$ cat src/rtl/sar_conv_pkg.sv
// Package: shared types of the conversion sequencer.
// Assumes: nothing beyond IEEE 1800-2017.
package sar_conv_pkg;
    typedef enum logic [1:0] {
        PH_ACQ   = 2'd0,   // acquisition count running or expired
        PH_ARMED = 2'd1,   // acquisition done, waiting for a start edge
        PH_CONV  = 2'd2    // conversion count running, busy high
    } seq_phase_t;
endpackage

$ cat src/rtl/cnv_fall_detect.sv
// Module: detects a high-to-low transition of the convert-start request.
// Assumes: cnv_n is synchronous to clk; the history register resets high,
// so a request held low through reset does not count as an edge.
module cnv_fall_detect (
    input  logic clk,
    input  logic rst_n,
    input  logic cnv_n,
    output logic cnv_fall
);
    logic cnv_q;

    // Keep last cycle's level of the request.
    always_ff @(posedge clk) begin
        if (!rst_n) cnv_q <= 1'b1;
        else        cnv_q <= cnv_n;
    end

    // Edge is present when the level was high and is now low.
    assign cnv_fall = cnv_q & ~cnv_n;
endmodule

$ cat src/rtl/conv_phase_ctrl.sv
// Module: phase controller that sequences acquisition and conversion.
// Assumes: ACQ_CYC >= 1 and CONV_CYC >= 1; abort has priority over every
// phase; pwr_dn only gates the start decision, never a running conversion.
module conv_phase_ctrl
    import sar_conv_pkg::*;
#(
    parameter int ACQ_CYC  = 4,
    parameter int CONV_CYC = 10
) (
    input  logic clk,
    input  logic rst_n,
    input  logic abort,
    input  logic pwr_dn,
    input  logic cnv_n,
    input  logic cnv_fall,
    output logic busy,
    output logic load
);
    localparam int MAX_CYC = (ACQ_CYC > CONV_CYC) ? ACQ_CYC : CONV_CYC;
    localparam int CNT_W   = $clog2(MAX_CYC + 1);
    localparam logic [CNT_W-1:0] ACQ_LD  = CNT_W'(ACQ_CYC - 1);
    localparam logic [CNT_W-1:0] CONV_LD = CNT_W'(CONV_CYC - 1);

    seq_phase_t       phase;
    logic [CNT_W-1:0] cnt;
    logic             cnt_zero;

    assign cnt_zero = (cnt == '0);

    // Advance the phase and its down-counter.
    always_ff @(posedge clk) begin
        if (!rst_n || abort) begin
            phase <= PH_ACQ;
            cnt   <= ACQ_LD;
        end else begin
            unique case (phase)
                PH_ACQ: begin
                    if (!cnt_zero) begin
                        cnt <= cnt - 1'b1;
                    end else if (!pwr_dn) begin
                        if (!cnv_n) begin
                            phase <= PH_CONV;
                            cnt   <= CONV_LD;
                        end else begin
                            phase <= PH_ARMED;
                        end
                    end
                end
                PH_ARMED: begin
                    if (!pwr_dn && cnv_fall) begin
                        phase <= PH_CONV;
                        cnt   <= CONV_LD;
                    end
                end
                PH_CONV: begin
                    if (cnt_zero) begin
                        phase <= PH_ACQ;
                        cnt   <= ACQ_LD;
                    end else begin
                        cnt <= cnt - 1'b1;
                    end
                end
                default: begin
                    phase <= PH_ACQ;
                    cnt   <= ACQ_LD;
                end
            endcase
        end
    end

    // Busy follows the conversion phase; load fires on its last cycle.
    assign busy = (phase == PH_CONV);
    assign load = busy && cnt_zero && !abort;
endmodule

$ cat src/rtl/conv_result_reg.sv
// Module: output register that captures and formats the converted word.
// Assumes: load is a single-cycle strobe; twos_sel is sampled with the data.
module conv_result_reg #(
    parameter int DATA_W = 16
) (
    input  logic              clk,
    input  logic              rst_n,
    input  logic              load,
    input  logic              twos_sel,
    input  logic [DATA_W-1:0] sample_in,
    output logic [DATA_W-1:0] result
);
    localparam int MSB = DATA_W - 1;

    // Capture the sample, flipping the MSB for twos-complement output.
    always_ff @(posedge clk) begin
        if (!rst_n)    result <= '0;
        else if (load) result <= {sample_in[MSB] ^ twos_sel, sample_in[MSB-1:0]};
    end
endmodule

$ cat src/rtl/sar_conv_sequencer.sv
// Module: top of the conversion sequencer; ties edge detect, phase control
// and result register together.
// Assumes: one clock domain; all inputs synchronous; rst_n synchronous.
module sar_conv_sequencer #(
    parameter int DATA_W   = 16,
    parameter int ACQ_CYC  = 4,
    parameter int CONV_CYC = 10
) (
    input  logic              clk,
    input  logic              rst_n,
    input  logic              abort,
    input  logic              pwr_dn,
    input  logic              cnv_n,
    input  logic              twos_sel,
    input  logic [DATA_W-1:0] sample_in,
    output logic              busy,
    output logic [DATA_W-1:0] result
);
    logic cnv_fall;
    logic load;

    cnv_fall_detect u_edge (
        .clk      (clk),
        .rst_n    (rst_n),
        .cnv_n    (cnv_n),
        .cnv_fall (cnv_fall)
    );

    conv_phase_ctrl #(
        .ACQ_CYC  (ACQ_CYC),
        .CONV_CYC (CONV_CYC)
    ) u_ctrl (
        .clk      (clk),
        .rst_n    (rst_n),
        .abort    (abort),
        .pwr_dn   (pwr_dn),
        .cnv_n    (cnv_n),
        .cnv_fall (cnv_fall),
        .busy     (busy),
        .load     (load)
    );

    conv_result_reg #(
        .DATA_W (DATA_W)
    ) u_res (
        .clk       (clk),
        .rst_n     (rst_n),
        .load      (load),
        .twos_sel  (twos_sel),
        .sample_in (sample_in),
        .result    (result)
    );
endmodule

$ cat config.mk
export PLATFORM = sky130hd
export DESIGN_NAME = sar_conv_sequencer
export DESIGN_NICKNAME = d
export VERILOG_FILES = /design/src/rtl/sar_conv_pkg.sv /design/src/rtl/cnv_fall_detect.sv /design/src/rtl/conv_phase_ctrl.sv /design/src/rtl/conv_result_reg.sv /design/src/rtl/sar_conv_sequencer.sv
export SDC_FILE = /design/constraint.sdc
export NUM_CORES = 1
export LEC_CHECK = 0
export CAP_MARGIN = 20
export CORE_AREA = 2 2 74 48
export CTS_BUF_LIST = sky130_fd_sc_hd__clkbuf_16
export DETAILED_ROUTE_END_ITERATION = 8
export DIE_AREA = 0 0 76 50
export SLEW_MARGIN = 30
export SYNTH_ARGS = -nofsm -noshare
export SYNTH_HDL_FRONTEND = slang
export SYNTH_SLANG_ARGS = --single-unit
$ cat constraint.sdc
create_clock -name clk -period 2.45 [get_ports clk]
set_input_delay 0.245 -clock clk [delete_from_list [all_inputs] [get_ports clk]]
set_output_delay 0.245 -clock clk [all_outputs]
set_load 0.02 [all_outputs]
==> run metrics <==
status finished, final reports clean; Max clock buf depth 2; vias in the first global route 930; Post-DP HPWL 2.00 mm; FF+latch area 460 um2; CP arrival 1.58 ns; max cap viols 0; Worst Path Required 2.20 ns; max incr delay on CP 0.63 ns; RR Startpoint u_ctrl.cnt[1]; # setup viols final 0; Clock Latency Late Sink 0.25 ns; CTS Sinks 23; critical setup path kind flip-flop to output pin; setup_tns 0 ns; number of flops mapped to enable cells by yosys 0; footprint of the multi-input gates 532 um2; Worst-Margin Slew 0.596 ns; wire per inst 14.0 um; drc violations 0; CP endpoint kind output pin; Reg-to-Reg End u_ctrl.cnt[0]; RSZ-0062 raised after global routing false; maximum level of the CTS H-tree 1; clk_skew 0.00175 ns; Die Y 50 um; initial antenna violation count 0; hold buffer count at cts 0; Total GRT Usage 0.141; Min Clock Period, post-route 1.82 ns; Vias 1,003; CP max FO 14; first-pass GRT wire length 4.32 mm; async set or reset register ratio after synthesis 0; Seq cells post-synth 23; fin crit share 0.744; post-cts sizing count 0; f_max 549 MHz; clock tree root buffer cell clkbuf_16; starting DRC count in detailed routing 23; Diodes inserted 0; Cell Chain, Critical Path nor2b_1, clkdlybuf4s50_1; CTS Buf Count 3; maximum VDD drop 320 uV; max-slew violation count 0; largest net degree at the start of global routing 19; Starting Density 0.336; core area 3100 um2; via-per-instance ratio 5.09; CTS tree yes; predominant post-synthesis flop cell dfxtp_1; Final nets 175; die area 3800 um2; Worst Reg-to-Reg Cells 3; fill count 281; CP Launch Type flip-flop; hold path endpoint u_res.result[3]; Yosys cell types 35; Final Util 0.492; Final Hold Fails 0; Ports 39; gpl congestion 0.839; CTS clock-pin slew for the worst setup and hold paths 0.06 ns; post-route cell area 1530 um2; P per Cell Area 513 nW/um2; port bufs 38; commonest non-fill, non-tap cell in the layout clkdlybuf4s50_1; DRT Wirelength 2.76 mm; Critical-path top delay cell dfxtp_1; hold_ws 0.476 ns; Seq/Total Area, Yosys 0.441; postcts setup bufs 0; Crit path buffers/inverters 1; row count 16; Post-Place Cell Area 1450 um2; flop-to-flop setup slack 0.63 ns; Syn Area/Cell 9.07 um2; Leakage 0.497 nW; Post-Syn Area 1040 um2; hold path start u_res.result[3]; relative slew slack 0.602; total gr overflow 0; Crit path max-delay family flip-flops; Area Overhead vs Synth 46.3%; Post-Syn Nets 137; HP Class flip-flop to flip-flop; WHS Path Cells 2; commonest cells after routing, fill and taps aside 38 x clkdlybuf4s50_1, 23 x dfxtp_1, 17 x a21oi_1, 16 x nand3_1, 16 x o21ai_0; final antenna-violating net count 0; total power 0.000783 W; DIE WIDTH 76 um; ratio of cells with drive above 1 in the final layout 0.0724; first drt pass iteration count 4; yosys warns 0; cell count after synthesis 115
==> flip-flops by register name, indices dropped and copies added (netlist names) <==
register	count
u_ctrl.cnt	4
u_ctrl.phase	2
u_edge.cnv_q	1
u_res.result	16
==> tightest hold or removal path, cell delays in order, from the launching register on <==
cell     delay, ns
dfxtp_1       0.30
o21ai_0       0.06
a21oi_1       0.06
==> how the worst max path moves through the flow <==
stage / start / end / cells after the start
5_1_grt: u_ctrl.phase[0] / busy / 2
4_1_cts: u_ctrl.phase[0] / busy / 2
3_3_place_gp: abort / u_res.result[1] / 4
3_5_place_dp: u_ctrl.cnt[3] / u_ctrl.cnt[0] / 3
2_1_floorplan: u_ctrl.cnt[1] / u_res.result[0] / 5
6_report: u_ctrl.phase[0] / busy / 2
==> power by group <==
part           internal (W)  switching (W)
Sequential         0.000377     0.00000455
Combinational     0.0000388      0.0000225
Clock              0.000217       0.000123
==> synth_stat cells, types with 2 or more instances <==
library cell | number | area, um2
dfxtp_1 | 23 | 460
a21oi_1 | 17 | 85.1
nand3_1 | 16 | 80.1
o21ai_0 | 16 | 80.1
clkbuf_1 | 3 | 11.3
nand2b_1 | 3 | 18.8
nor2b_1 | 3 | 18.8
nor3b_1 | 3 | 22.5
buf_2 | 2 | 10.0
nand2_1 | 2 | 7.51
nor2_1 | 2 | 7.51
or3b_2 | 2 | 17.5
==> logic make-up after synthesis <==
logic type | synth area share
AOI/OAI and AO/OA | 0.267
xor gates and xnor gates | 0.00839
and+or+nand+nor | 0.224
muxes | 0.00959
buffers and inverters | 0.0492
DFF | 0.441
==> area by class of cell <==
| type | count | share of cell area |
|---|---|---|
| repair buffers | 40 | 0.259 |
| multi-input cells | 84 | 0.348 |
| clock buffers | 3 | 0.0492 |
| well taps | 45 | 0.0369 |
| inverters | 1 | 0.00246 |
| clock inverters | 1 | 0.00246 |
| flip-flops and latches | 23 | 0.302 |
==> through the flow <==
step	instances	setup WS, ns
6_report	197	0.627
5_1_grt	197	0.562
4_1_cts	197	0.623
3_5_place_dp	193	0.618
3_3_place_gp	193	0.673
2_1_floorplan	115	0.963
==> per-layer routing <==
| metal | share of wire | GRT usage |
|---|---|---|
| met5 | 0 | 0 |
| met2 | 0.48 | 0.241 |
| met1 | 0.47 | 0.175 |
| met3 | 0.042 | 0.0366 |
| met4 | 0.0098 | 0.0455 |
(Power assumes the default switching activity.)
